### src/rtl/usb_ep_pkg.sv
`timescale 1ns/1ps
package usb_ep_pkg;
  typedef enum logic [1:0] {
    A_STAT = 2'd0,
    A_CLR  = 2'd1,
    A_CTRL = 2'd2,
    A_NONE = 2'd3
  } reg_addr_e;
endpackage

### src/rtl/usb_ep_flag.sv
`timescale 1ns/1ps
module usb_ep_flag (
  input  logic clk,
  input  logic rst_n,
  input  logic set_i,
  input  logic clr_i,
  output logic q_o
);
  // set has priority over a clear arriving in the same cycle
  always_ff @(posedge clk or negedge rst_n) begin
    if (!rst_n)     q_o <= 1'b0;
    else if (set_i) q_o <= 1'b1;
    else if (clr_i) q_o <= 1'b0;
  end
endmodule

### src/rtl/usb_ep_regs.sv
`timescale 1ns/1ps
module usb_ep_regs #(
  parameter int NEP = 2,
  localparam int RW = NEP + 1
) (
  input  logic          clk,
  input  logic          rst_n,
  input  logic          reg_we,
  input  logic [1:0]    reg_addr,
  input  logic [RW-1:0] reg_wdata,
  input  logic [RW-1:0] status_i,
  output logic [RW-1:0] reg_rdata,
  output logic [RW-1:0] clr_o,
  output logic          route_o,
  output logic [NEP-1:0] txen_o
);
  import usb_ep_pkg::*;

  logic [RW-1:0] ctrl_q;

  always_ff @(posedge clk or negedge rst_n) begin
    if (!rst_n)                                   ctrl_q <= '0;
    else if (reg_we && reg_addr == 2'(A_CTRL))    ctrl_q <= reg_wdata;
  end

  assign clr_o   = (reg_we && reg_addr == 2'(A_CLR)) ? reg_wdata : '0;
  assign route_o = ctrl_q[0];
  assign txen_o  = ctrl_q[RW-1:1];

  always_comb begin
    case (reg_addr)
      2'(A_STAT): reg_rdata = status_i;
      2'(A_CTRL): reg_rdata = ctrl_q;
      default:    reg_rdata = '0;
    endcase
  end
endmodule

### src/rtl/usb_ep_resp.sv
`timescale 1ns/1ps
module usb_ep_resp #(
  parameter int NEP = 2,
  localparam int EPW = (NEP > 1) ? $clog2(NEP) : 1
) (
  input  logic           clk,
  input  logic           rst_n,
  input  logic           tok_valid,
  input  logic [EPW-1:0] tok_ep,
  input  logic [NEP-1:0] flags,
  input  logic [NEP-1:0] txen,
  output logic           resp_valid,
  output logic           resp_data,
  output logic [EPW-1:0] resp_ep
);
  logic ready_to_send;

  // an index beyond the last endpoint matches nothing and yields NAK
  always_comb begin
    ready_to_send = 1'b0;
    for (int k = 0; k < NEP; k++) begin
      if (tok_ep == EPW'(k)) ready_to_send = !flags[k] && txen[k];
    end
  end

  always_ff @(posedge clk or negedge rst_n) begin
    if (!rst_n) begin
      resp_valid <= 1'b0;
      resp_data  <= 1'b0;
      resp_ep    <= '0;
    end else begin
      resp_valid <= tok_valid;
      resp_data  <= tok_valid && ready_to_send;
      resp_ep    <= tok_ep;
    end
  end
endmodule

### src/rtl/usb_ep_status.sv
`timescale 1ns/1ps
module usb_ep_status #(
  parameter int NEP = 2,
  localparam int EPW = (NEP > 1) ? $clog2(NEP) : 1,
  localparam int RW  = NEP + 1
) (
  input  logic           clk,
  input  logic           por_n,
  input  logic           sys_rst_n,
  input  logic           reg_we,
  input  logic [1:0]     reg_addr,
  input  logic [RW-1:0]  reg_wdata,
  output logic [RW-1:0]  reg_rdata,
  input  logic           bus_reset_det,
  input  logic [NEP-1:0] ack_seen,
  input  logic           in_tok_valid,
  input  logic [EPW-1:0] in_tok_ep,
  output logic           resp_valid,
  output logic           resp_data,
  output logic [EPW-1:0] resp_ep,
  output logic           irq,
  output logic           rst_req
);
  logic           any_rst_n;
  logic [RW-1:0]  clr_vec;
  logic [RW-1:0]  status;
  logic           route;
  logic [NEP-1:0] txen;
  logic           rst_flag;
  logic [NEP-1:0] ep_flag;

  assign any_rst_n = por_n & sys_rst_n;

  // bus-reset flag: only power-on reset or an explicit clear removes it
  usb_ep_flag u_busrst (
    .clk(clk), .rst_n(por_n), .set_i(bus_reset_det),
    .clr_i(clr_vec[0]), .q_o(rst_flag)
  );

  for (genvar k = 0; k < NEP; k++) begin : g_ep
    usb_ep_flag u_txdone (
      .clk(clk), .rst_n(any_rst_n), .set_i(ack_seen[k]),
      .clr_i(clr_vec[k+1]), .q_o(ep_flag[k])
    );
  end

  assign status = {ep_flag, rst_flag};

  usb_ep_regs #(.NEP(NEP)) u_regs (
    .clk(clk), .rst_n(any_rst_n), .reg_we(reg_we), .reg_addr(reg_addr),
    .reg_wdata(reg_wdata), .status_i(status), .reg_rdata(reg_rdata),
    .clr_o(clr_vec), .route_o(route), .txen_o(txen)
  );

  usb_ep_resp #(.NEP(NEP)) u_resp (
    .clk(clk), .rst_n(any_rst_n), .tok_valid(in_tok_valid),
    .tok_ep(in_tok_ep), .flags(ep_flag), .txen(txen),
    .resp_valid(resp_valid), .resp_data(resp_data), .resp_ep(resp_ep)
  );

  always_ff @(posedge clk or negedge any_rst_n) begin
    if (!any_rst_n) rst_req <= 1'b0;
    else            rst_req <= bus_reset_det && !route;
  end

  assign irq = rst_flag && route;
endmodule

### config.mk
export PLATFORM = sky130hd
export DESIGN_NAME = usb_ep_status
export DESIGN_NICKNAME = d
export VERILOG_FILES = /design/src/rtl/usb_ep_pkg.sv /design/src/rtl/usb_ep_flag.sv /design/src/rtl/usb_ep_regs.sv /design/src/rtl/usb_ep_resp.sv /design/src/rtl/usb_ep_status.sv
export SDC_FILE = /design/constraint.sdc
export NUM_CORES = 1
export LEC_CHECK = 0
export BUFFER_PORTS_ARGS = -buffer_cell sky130_fd_sc_hd__buf_2
export CAP_MARGIN = 15
export CELL_PAD_IN_SITES_DETAIL_PLACEMENT = 0
export CELL_PAD_IN_SITES_GLOBAL_PLACEMENT = 1
export CORE_MARGIN = 2
export CORE_UTILIZATION = 35
export CTS_BUF_LIST = sky130_fd_sc_hd__clkbuf_4
export DETAILED_ROUTE_END_ITERATION = 8
export HOLD_SLACK_MARGIN = 0.06
export PLACE_DENSITY_LB_ADDON = 0.08
export SLEW_MARGIN = 20
export SYNTH_ARGS = -nofsm -noshare
export SYNTH_HDL_FRONTEND = slang
export SYNTH_SLANG_ARGS = --single-unit
### constraint.sdc
create_clock -name clk -period 1.25 [get_ports clk]
set_clock_uncertainty 0.05 [all_clocks]
set_input_delay 0.3125 -clock clk [delete_from_list [all_inputs] [get_ports clk]]
set_output_delay 0.3125 -clock clk [all_outputs]
set_load 0.1 [all_outputs]
* Word-level counts from Yosys, hierarchy flattened *
Index checks and enable logic that the tools add are counted.

operators by class
  bitwise operators = 1
  equal/unequal tests = 2
  reduce and logical (&&, ||, !) cells = 14
  muxes and demuxes = 9

operators with widths
  operator            count
  $logic_and 1x1->1   7
  $mux 1              7
  $pmux 3 s2          1
  $reduce_bool 2->1   3
  $logic_not 1->1     3
  $mux 3              1
  $eq 2x1->1 const B  1
  $eq 2x2->1 const B  1
  $logic_not 2->1     1
  $and 1x1->1         1

storage, ports and cells
  output and inout port bits = 8
  bits in registers = 10
  word-level logic and storage cells = 34

* Depth between registers and ports, before layout *
Gate-level depths: netlist (run 1).

  word-level depth = 5
  depth in mapped cells = 3
  mapped depth without buffers = 2

* Hierarchy *
From an unflattened synthesis (run 1), not the netlist that was laid out.

unflattened totals
  cell total of the unflattened synthesis = 36
  area total of the unflattened synthesis = 445.4 um2

by module, submodules not included
  module         area an instance (um2)  instances  sequential area each (um2)  cells an instance
  usb_ep_regs    190.2                   1          75.1                        17
  usb_ep_flag    36.3                    3          25.0                        3
  usb_ep_resp    98.8                    1          75.1                        6
  usb_ep_status  47.5                    1          25.0                        4

* Least setup slack after synthesis (run 1) *
OpenSTA, ideal clock, no wires.

  path type = input to output
  from = input reg_addr[1]
  to = output reg_rdata[1]
  buffers on the path = 1
  arrival = 1830 ps
  data required time = 887 ps
  stages = 3
  path slack = -942 ps
  path through = buf_4 mux2i_1 nor2_1

between the ends
  longest elaborated chain between the ends = 2
  elaborated cells between the ends (all ways) = 3
  those cells by class = 1 x eq/ne; 1 x mux; 1 x reduce/logical

RTL lines
  element                                               line                 source
  from (decl)                                           usb_ep_status.sv:11  input logic [1:0] reg_addr,
  $eq 2x2->1 / $logic_not 2->1 (equally long branches)  usb_ep_regs.sv:31    case (reg_addr)
  $pmux 3 s2 *                                          usb_ep_regs.sv:31
  to (decl)                                             usb_ep_status.sv:13  output logic [RW-1:0] reg_rdata,

Mark *: on every way between the ends. The rest lies on a longest branch, timed or not.

* Worst setup path after layout (run 1) *
  from = register u_busrst.q_o
  to = output reg_rdata[0]

between the ends
  longest elaborated chain between the ends = 1

RTL lines
  element                 line               source
  from (decl)             usb_ep_flag.sv:7   output logic q_o
  from (signal assigned)  usb_ep_flag.sv:11  if (!rst_n) q_o <= 1'b0;
  from (signal assigned)  usb_ep_flag.sv:12  else if (set_i) q_o <= 1'b1;
  from (signal assigned)  usb_ep_flag.sv:13  else if (clr_i) q_o <= 1'b0;
  $pmux 3 s2              usb_ep_regs.sv:31

No other way between the ends.

==> implementation parameters, run 1 <==
Parameter                              Value

Status
  Run status ... complete, but fails checks
  Failing checks ... setup timing

Placed design
  Count of input and output buffers ... 21
  Routability-driven placement congestion ratio ... 0.716
  Final HPWL from detailed placement ... 812 um

Layout
  Area added between synthesis and finish ... 76.1%
  # fillers ... 85
  Total area of sequential cells ... 250 um2
  Post-Route Utilization ... 69.4%
  Final antenna diode count ... 0
  Combined area of the multi-input logic cells ... 233 um2
  Fraction of layout cells with a size suffix above 1 ... 61.9%
  Post-layout nets ... 78

Power
  Net Sw Power ... 386 uW
  Clock share of power ... 20.3%
  Leakage power of the design ... 0.000376 uW
  Power per cell area ... 1310 nW/um2
  Peak VDD IR ... 623 uV
  Total internal power ... 663 uW
  Total chip power ... 1050 uW
  Comb pwr share ... 43.6%
  Fraction of power spent switching nets ... 36.8%
  Sequential Power Share ... 36.1%

Synth
  Yosys Warn Count ... 0
  Post-synthesis area per instance ... 13.8 um2
  Cells after synthesis ... 33
  Net count after synthesis ... 47
  Portion of the post-synthesis area used by sequential elements ... 54.9%
  Number of unique standard cell types used by synthesis ... 13
  Cell area after technology mapping ... 455 um2
  #FFs+latches synth ... 10

STA
  Share of the clock period used by the worst path after layout ... 117%
  Headroom to the max-slew limit ... 74.4%
  Timing-limited maximum frequency ... 685 MHz
  RSZ-0062 raised after global routing ... yes
  Least setup slack across all paths after layout ... -209 ps
  Worst Tran Pin Value ... 384 ps
  Final max-slew violation count ... 0
  Hold Violations, Final ... 0
  Crit path time final ... 1460 ps
  Final setup fails ... 4

GRT
  Largest net degree at the start of global routing ... 10
  Aggregate global-route resource usage ... 16.5%
  Via count of the first global-routing pass ... 411
  First-pass GRT wire length ... 1700 um
  Antenna violations before repair ... 0
  Grt ovf ... 0

CTS
  Maximum clock insertion buffer count ... 2
  Clock latency on the worst-skew pair ... 250 ps
  Clock tree sinks ... 10
  Number of buffers created by CTS ... 3
  Maximum level of the CTS H-tree ... 1
  TritonCTS clock tree ... yes
  CTS root buffer ... clkbuf_4
  Clock transition at the registers of the reported paths ... 60 ps

Routing
  Count of TritonRoute iterations in the first routing pass ... 1
  Remaining routing DRC violations ... 0
  Number of design-rule violations left by the first detailed-router iteration ... 0
  Post-route ant nets ... 0
  Average wire per cell in the routed design ... 12.7 um
  Avg Vias per Cell ... 4.79
  Post-Route WL ... 977 um
  Total vias in the final route ... 369

Floorplanning
  Die extent in y ... 40.1 um
  Core Area ... 1160 um2
  Row count ... 12
  Initial standard-cell utilization of the core ... 39.4%
  I/O pin count ... 22
  Die X ... 40.1 um
  Die Outline Area ... 1610 um2

Critical path
  Critical path start-end classification ... flop to output pin
  Worst endpoint required time ... 890 ps
  CP Data Arrival Time ... 1100 ps
  Path depth of the worst reg2reg path ... 3
  CP max FO ... 3
  Kind of start point of the critical path ... flop
  Crit end category ... output pin

Job
  MaxCap Viol Count ... 0

Min path
  Worst hold path depth ... 1
  Worst hold path class ... input port to flop
## cells in the final DEF, fill, tap and decap left out, drive strengths merged
cell type,netlist,final
a21boi,1,1
a21o,3,3
and2,2,2
buf,1,25
clkbuf,0,3
clkinv,0,1
dfrtp,10,10
dlygate4sd3,0,2
mux2,3,3
mux2i,3,3
nand3b,2,2
nand4b,3,3
nor2,3,3
nor2b,1,1
or3b,1,1
## layout make-up
cell class              count  area share [%]
clock buffers               3            2.81
repair buffers             27            34.3
clock inverters             1           0.468
flip-flops and latches     10            31.2
multi-input cells          22            29.0
well taps                  14            2.18
## Yosys cell counts
cell | count | area (um2)
nand3b_1 | 1 | 7.51
a21boi_1 | 1 | 7.51
mux2_4 | 3 | 45.0
a21o_1 | 3 | 22.5
nor2_1 | 3 | 11.3
mux2i_1 | 3 | 30.0
and2_1 | 2 | 12.5
dfrtp_1 | 10 | 250
nand3b_4 | 1 | 20.0
nor2b_1 | 1 | 6.26
buf_4 | 1 | 7.51
nand4b_1 | 3 | 26.3
or3b_1 | 1 | 8.76
## power by group through the flow
stage               combinational, uW  sequential (uW)  clock (uW)
global placement                  431              383           0
CTS                               461              379         223
detailed placement                438              386           0
floorplan                         215              433           0
global route                      477              382         245
finish                            457              379         213
## per-stage QoR
step           area, um2  setup TNS [ps]  worst slack (ps)  hold WS (ps)  cells
4_1_cts              802            -819              -224           118     77
6_report             802            -770              -209           124     77
5_1_grt              802            -984              -272           107     77
3_5_place_dp         733            -466              -170          45.4     69
3_3_place_gp         733            -373              -130          41.3     69
2_1_floorplan        487            -533              -197         -33.1     33
## sequential cells by signal, summed over array words and instances (netlist names)
register	cells
u_regs.ctrl_q	3
g_ep.u_txdone.q_o	2
rst_req	1
u_busrst.q_o	1
u_resp.resp_data	1
u_resp.resp_ep	1
u_resp.resp_valid	1
## critical path, cell delays in order (launching register included)
cell	delay, ps
dfrtp_1	410
mux2i_2	220
nor2_4	50
buf_12	160
## kinds of logic after synthesis
group / count (synthesis) / synth area share [%]
multiplexers: 6 / 16.5
flip-flops: 10 / 54.9
AO/OA/AOI/OAI: 4 / 6.59
buffers and inverters: 1 / 1.65
AND/OR/NAND/NOR: 12 / 20.3
## worst paths after layout
check	from	endpoint	slack, ps
max	u_busrst.q_o	reg_rdata[0]	-210
min	in_tok_valid	u_resp.resp_valid	120
max reg2reg	g_ep[0].u_txdone.q_o	u_resp.resp_data	90
min reg2reg	g_ep[1].u_txdone.q_o	g_ep[1].u_txdone.q_o	470
max in group asynchronous	por_n	u_regs.ctrl_q[1]	290
min in group asynchronous	por_n	u_busrst.q_o	320
## metal layers
metal  GRT usage, %  part of all wire, %  vias to the layer above
li1               -                    -                      179
met1           17.0                   40                      170
met2           30.2                   53                       18
met3           2.78                  5.5                        2
met4           10.3                  1.4                        0
met5              0                    0                        -
## repair_timing
item,in CTS,in global routing
gates resized for setup,2,0
endpoints found under the hold margin,10,0
endpoints found under the setup margin,4,4
setup buffers,2,0
hold buffers,2,0
pin swaps,1,0
(Power assumes the default switching activity.)
==> inputs of run 2 (changes only) <==
--- a/config.mk
+++ b/config.mk
@@ -10,11 +10,11 @@
 export CELL_PAD_IN_SITES_DETAIL_PLACEMENT = 0
 export CELL_PAD_IN_SITES_GLOBAL_PLACEMENT = 1
 export CORE_MARGIN = 2
-export CORE_UTILIZATION = 35
-export CTS_BUF_LIST = sky130_fd_sc_hd__clkbuf_4
+export CORE_UTILIZATION = 32
 export DETAILED_ROUTE_END_ITERATION = 8
 export HOLD_SLACK_MARGIN = 0.06
 export PLACE_DENSITY_LB_ADDON = 0.08
+export SKIP_CTS_REPAIR_TIMING = 1
 export SLEW_MARGIN = 20
 export SYNTH_ARGS = -nofsm -noshare
 export SYNTH_HDL_FRONTEND = slang
==> implementation parameters, run 2 (same netlist as run 1, synthesis figures left out) <==
Parameter                              Value

Min path
  Worst Hold Path EP ... u_resp.resp_valid (unchanged)
  Critical hold path startpoint ... in_tok_valid (unchanged)
  Worst hold path class ... input port to flop (unchanged)
  Worst hold path depth ... 1 (unchanged)

CTS
  Maximum clock insertion buffer count ... 2 (unchanged)
  Clock tree sinks ... 10 (unchanged)
  CTS root buffer ... clkbuf_4 (unchanged)
  Maximum level of the CTS H-tree ... 1 (unchanged)
  Clock latency on the worst-skew pair ... 250 ps (about the same)
  Clock transition at the registers of the reported paths ... 60 ps (about the same)
  TritonCTS clock tree ... yes (unchanged)
  Number of buffers created by CTS ... 3 (unchanged)

Layout
  Number of flip-flops under the largest register name ... 3 (unchanged)
  Reg with most FFs ... u_regs.ctrl_q (unchanged)
  Leading cell type in the layout, fill and taps excluded ... buf_2 (unchanged)
  # fillers ... 115 (was 85)
  Biggest regs ... u_regs.ctrl_q (3), g_ep.u_txdone.q_o (2) (unchanged)
  Final antenna diode count ... 0 (unchanged)
  Fraction of layout cells with a size suffix above 1 ... 62.3% (was 61.9%)
  Post-layout nets ... 77 (was 78)
  Most frequent cells in the layout ... buf_2, dfrtp_1, buf_12 (unchanged)
  Post-Route Utilization ... 60.2% (was 69.4%)
  Combined area of the multi-input logic cells ... 234 um2 (was 233 um2)
  Total area of sequential cells ... 250 um2 (unchanged)
  Area added between synthesis and finish ... 74.2% (was 76.1%)

Power
  Peak VDD IR ... 618 uV (was 623 uV)
  Power per cell area ... 1300 nW/um2 (was 1310 nW/um2)
  Leakage power of the design ... 0.000371 uW (was 0.000376 uW)

STA
  Final max-slew violation count ... 0 (unchanged)
  Sum Neg Setup Slack ... -763 ps (was -770 ps)
  RSZ-0062 raised after global routing ... yes (unchanged)
  Hold Violations, Final ... 0 (unchanged)
  Least setup slack across all paths after layout ... -223 ps (was -209 ps)
  Crit path time final ... 1470 ps (was 1460 ps)
  Headroom to the max-slew limit ... 73.2% (was 74.4%)
  Final setup fails ... 4 (unchanged)
  Worst Tran Pin Value ... 402 ps (was 384 ps)
  Share of the clock period used by the worst path after layout ... 118% (was 117%)
  Worst hold slack across all endpoints ... 130 ps (was 124 ps)
  Timing-limited maximum frequency ... 679 MHz (was 685 MHz)

Routing
  Average wire per cell in the routed design ... 12.6 um (was 12.7 um)
  Post-Route WL ... 955 um (was 977 um)
  Avg Vias per Cell ... 4.74 (was 4.79)
  Number of design-rule violations left by the first detailed-router iteration ... 7 (was 0)
  Remaining routing DRC violations ... 0 (unchanged)
  Post-route ant nets ... 0 (unchanged)
  Count of TritonRoute iterations in the first routing pass ... 4 (was 1)
  Total vias in the final route ... 360 (was 369)

Floorplanning
  Core Area ... 1320 um2 (was 1160 um2)
  Row count ... 13 (was 12)
  Initial standard-cell utilization of the core ... 34.6% (was 39.4%)
  Die extent in y ... 41.7 um (was 40.1 um)
  I/O pin count ... 22 (unchanged)
  Die X ... 41.7 um (was 40.1 um)
  Die Outline Area ... 1740 um2 (was 1610 um2)

Critical path
  Kind of start point of the critical path ... flop (unchanged)
  Path depth of the worst reg2reg path ... 2 (was 3)
  CP max FO ... 4 (was 3)
  Crit end category ... output pin (unchanged)
  Worst endpoint required time ... 890 ps (about the same)
  Critical path start-end classification ... flop to output pin (unchanged)
  Reg-to-reg startpoint ... g_ep[0].u_txdone.q_o (unchanged)
  CP Data Arrival Time ... 1110 ps (was 1100 ps)
  Register-to-register setup slack ... 190 ps (was 90 ps)
  Destination of the worst register-to-register timing path ... u_resp.resp_data (unchanged)

GRT
  Aggregate global-route resource usage ... 14.0% (was 16.5%)
  First-pass GRT wire length ... 1780 um (was 1700 um)
  Grt ovf ... 0 (unchanged)
  Via count of the first global-routing pass ... 378 (was 411)
  Antenna violations before repair ... 0 (unchanged)
  Largest net degree at the start of global routing ... 10 (unchanged)

Status
  Failing checks ... setup timing (unchanged)
  Run status ... complete, but fails checks (unchanged)

Job
  MaxCap Viol Count ... 0 (unchanged)

Placed design
  Count of input and output buffers ... 21 (unchanged)
  Final HPWL from detailed placement ... 799 um (was 812 um)
  Routability-driven placement congestion ratio ... 0.686 (was 0.716)
run 2: layout make-up:
cell class                      instances  area share [%]
Timing Repair Buffer                   26            33.8
Sequential cell                        10            31.5
Multi-Input combinational cell         22            29.5
Clock buffer                            3            2.84
Tap cell                               15            2.37
run 2: layer usage:
metal | wire length (um) | global-route usage, % | share of wire [%]
met2 | 489 | 20.9 | 51
met5 | 0 | 0 | 0
met3 | 52 | 1.74 | 5.4
met1 | 412 | 18.0 | 43
met4 | 0 | 11.6 | 0
run 2: report_power, final:
part	total (uW)	internal (uW)	switching (uW)	leakage, uW
Combinational	448	191	257	0.000239
Clock	204	110	93.6	0.0000138
Sequential	382	354	28.2	0.000118
Total	1030	655	378	0.000371
run 2: worst max-delay path, stage by stage (launching register included):
cell,delay [ps]
dfrtp_1,420
mux2i_2,220
nor2_4,50
buf_12,160
run 2: worst max path at each step:
stage                   endpoint                  from  cells after the start  slack [ps]
CTS                 reg_rdata[1]      u_regs.ctrl_q[1]                      3        -310
finish              reg_rdata[0]      u_regs.ctrl_q[0]                      3        -220
global route        reg_rdata[2]  g_ep[1].u_txdone.q_o                      3        -280
floorplan           reg_rdata[2]           reg_addr[1]                      3        -200
detailed placement  reg_rdata[1]           reg_addr[1]                      4        -200
global placement    reg_rdata[2]           reg_addr[1]                      4        -130
run 2: through the flow:
step | instance area, um2 | instances | worst slack (ps) | total power (uW)
6_report | 793 | 76 | -223 | 1030
5_1_grt | 793 | 76 | -279 | 1090
4_1_cts | 749 | 72 | -308 | 1030
3_5_place_dp | 727 | 69 | -197 | 815
3_3_place_gp | 727 | 69 | -130 | 806
2_1_floorplan | 487 | 33 | -197 | 648
==> inputs of run 3 (changes only) <==
--- a/config.mk
+++ b/config.mk
@@ -13,7 +13,7 @@
 export CORE_UTILIZATION = 32
 export DETAILED_ROUTE_END_ITERATION = 8
 export HOLD_SLACK_MARGIN = 0.06
-export PLACE_DENSITY_LB_ADDON = 0.08
+export PLACE_DENSITY = 0.71
 export SKIP_CTS_REPAIR_TIMING = 1
 export SLEW_MARGIN = 20
 export SYNTH_ARGS = -nofsm -noshare
==> implementation parameters, run 3 (same netlist as run 1, synthesis figures left out) <==
Parameter                              Value

STA
  Final max-slew violation count ... 0 (unchanged)
  Headroom to the max-slew limit ... 73.9% (was 73.2%)
  Hold Violations, Final ... 0 (unchanged)
  Least setup slack across all paths after layout ... -211 ps (was -223 ps)
  Sum Neg Setup Slack ... -784 ps (was -763 ps)
  Final setup fails ... 4 (unchanged)
  Timing-limited maximum frequency ... 685 MHz (was 679 MHz)
  Share of the clock period used by the worst path after layout ... 117% (was 118%)
  Crit path time final ... 1460 ps (was 1470 ps)
  RSZ-0062 raised after global routing ... yes (unchanged)
  Worst Tran Pin Value ... 392 ps (was 402 ps)

GRT
  Largest net degree at the start of global routing ... 10 (unchanged)
  Aggregate global-route resource usage ... 13.1% (was 14.0%)
  Antenna violations before repair ... 0 (unchanged)
  Via count of the first global-routing pass ... 384 (was 378)
  First-pass GRT wire length ... 1670 um (was 1780 um)
  Grt ovf ... 0 (unchanged)

Critical path
  Worst endpoint required time ... 890 ps (about the same)
  Kind of start point of the critical path ... flop (unchanged)
  Max incr delay on CP ... 410 ps (was 420 ps)
  Worst path cell trace ... mux2i_2, nor2_4, buf_12 (unchanged)
  Register-to-register setup slack ... 70 ps (was 190 ps)
  CP Data Arrival Time ... 1100 ps (was 1110 ps)
  Critical path start-end classification ... flop to output pin (unchanged)
  Critical path's slowest cell ... dfrtp_1 (unchanged)
  Crit end category ... output pin (unchanged)
  CP max FO ... 3 (was 4)

Routing
  Count of TritonRoute iterations in the first routing pass ... 4 (unchanged)
  Post-Route WL ... 1020 um (was 955 um)
  Average wire per cell in the routed design ... 13.1 um (was 12.6 um)
  Total vias in the final route ... 364 (was 360)
  Remaining routing DRC violations ... 0 (unchanged)
  Number of design-rule violations left by the first detailed-router iteration ... 2 (was 7)
  Post-route ant nets ... 0 (unchanged)
  Avg Vias per Cell ... 4.67 (was 4.74)

Placed design
  Final HPWL from detailed placement ... 798 um (was 799 um)
  Worst setup slack before clock tree synthesis ... -146 ps (was -197 ps)
  Cell count after placement ... 71 (was 69)
  Count of input and output buffers ... 21 (unchanged)
  Routability-driven placement congestion ratio ... 0.705 (was 0.686)
  Standard cell area after detailed placement ... 742 um2 (was 727 um2)

CTS
  Clock transition at the registers of the reported paths ... 60 ps (about the same)
  Number of buffers created by CTS ... 3 (unchanged)
  Clock latency on the worst-skew pair ... 260 ps (was 250 ps)
  TritonCTS clock tree ... yes (unchanged)
  Maximum clock insertion buffer count ... 2 (unchanged)
  Clock tree sinks ... 10 (unchanged)
  Maximum level of the CTS H-tree ... 1 (unchanged)
  CTS root buffer ... clkbuf_4 (unchanged)

Power
  Net Sw Power ... 392 uW (was 378 uW)
  Comb pwr share ... 43.5% (was 43.3%)
  Fraction of power spent switching nets ... 37.3% (was 36.6%)
  Leakage power of the design ... 0.000379 uW (was 0.000371 uW)
  Clock share of power ... 20.1% (was 19.7%)
  Sequential Power Share ... 36.4% (was 36.9%)
  Total chip power ... 1050 uW (was 1030 uW)
  Peak VDD IR ... 695 uV (was 618 uV)
  Total internal power ... 658 uW (was 655 uW)
  Power per cell area ... 1290 nW/um2 (was 1300 nW/um2)

Layout
  Biggest regs ... u_regs.ctrl_q (3), g_ep.u_txdone.q_o (2) (unchanged)
  Number of flip-flops under the largest register name ... 3 (unchanged)
  Post-layout nets ... 79 (was 77)
  Final antenna diode count ... 0 (unchanged)
  Post-route cell area ... 816 um2 (was 793 um2)
  # fillers ... 114 (was 115)
  Leading cell type in the layout, fill and taps excluded ... buf_2 (unchanged)
  Total area of sequential cells ... 250 um2 (unchanged)
  Combined area of the multi-input logic cells ... 241 um2 (was 234 um2)
  Most frequent cells in the layout ... buf_2, dfrtp_1, buf_12 (unchanged)
  Number of standard cells in the layout, taps in and fillers out ... 78 (was 76)
  Fraction of layout cells with a size suffix above 1 ... 63.5% (was 62.3%)
  Area added between synthesis and finish ... 79.1% (was 74.2%)
  Reg with most FFs ... u_regs.ctrl_q (unchanged)

Floorplanning
  Row count ... 13 (unchanged)
  Die extent in y ... 41.7 um (unchanged)
  Core Area ... 1320 um2 (unchanged)
  Initial standard-cell utilization of the core ... 34.6% (unchanged)
  Die Outline Area ... 1740 um2 (unchanged)
  Die X ... 41.7 um (unchanged)
  I/O pin count ... 22 (unchanged)

Status
  Failing checks ... setup timing (unchanged)
  Run status ... complete, but fails checks (unchanged)

Min path
  Worst hold path class ... input port to flop (unchanged)

Job
  MaxCap Viol Count ... 0 (unchanged)
-- run 3: changes by cell type in the layout (fill, tap and decap cells not counted) --
cell | previous run | this run
and2_2 | 0 | 1
mux2i_2 | 3 | 2
buf_4 | 3 | 5
mux2i_4 | 0 | 1
and2_4 | 1 | 0
-- run 3: layout make-up --
class	instances	share of cell area [%]
Tap cell	15	2.30
Timing Repair Buffer	28	34.7
Sequential cell	10	30.7
Multi-Input combinational cell	22	29.6
Clock buffer	3	2.76
-- run 3: worst max-delay path: cells and delay by family, from the launching register on --
kind                   cells  cell delay (ps)
flip-flops                 1              410
buffers and inverters      1              170
AND/OR/NAND/NOR            1               60
multiplexers               1              210
-- run 3: path summary, 6_finish.rpt --
path / cells after the start / end / from
worst max-delay path: 3 / reg_rdata[2] / g_ep[1].u_txdone.q_o
worst min-delay path: 1 / u_resp.resp_valid / in_tok_valid
worst max register to register: 3 / u_resp.resp_data / g_ep[0].u_txdone.q_o
worst min register to register: 1 / g_ep[1].u_txdone.q_o / g_ep[1].u_txdone.q_o
max in group asynchronous: 3 / u_resp.resp_ep / por_n
min in group asynchronous: 2 / u_busrst.q_o / por_n
-- run 3: routing by layer --
| layer | GRT usage, % | routed length [um] | share of wire (%) | up-vias |
|---|---|---|---|---|
| li1 | - | - | - | 178 |
| met1 | 14.7 | 450 | 44 | 165 |
| met2 | 20.6 | 479 | 47 | 19 |
| met3 | 3.91 | 77 | 7.5 | 2 |
| met4 | 9.68 | 12 | 1.2 | 0 |
| met5 | 0 | 0 | 0 | - |
-- run 3: power groups by stage --
stage                     clock (uW)  combinational, uW  sequential [uW]
after floorplan                    0                215              433
after global placement             0                429              385
after detailed placement           0                432              385
after CTS                        216                432              380
after global routing             236                474              384
final                            211                457              382
-- run 3: metrics by stage --
stage          hold slack (ps)  util, %
2_1_floorplan            -33.1        -
3_5_place_dp              45.0     56.3
6_report                   128     61.9
5_1_grt                    115     61.9
3_3_place_gp              42.4     56.3
4_1_cts                   -234     58.0
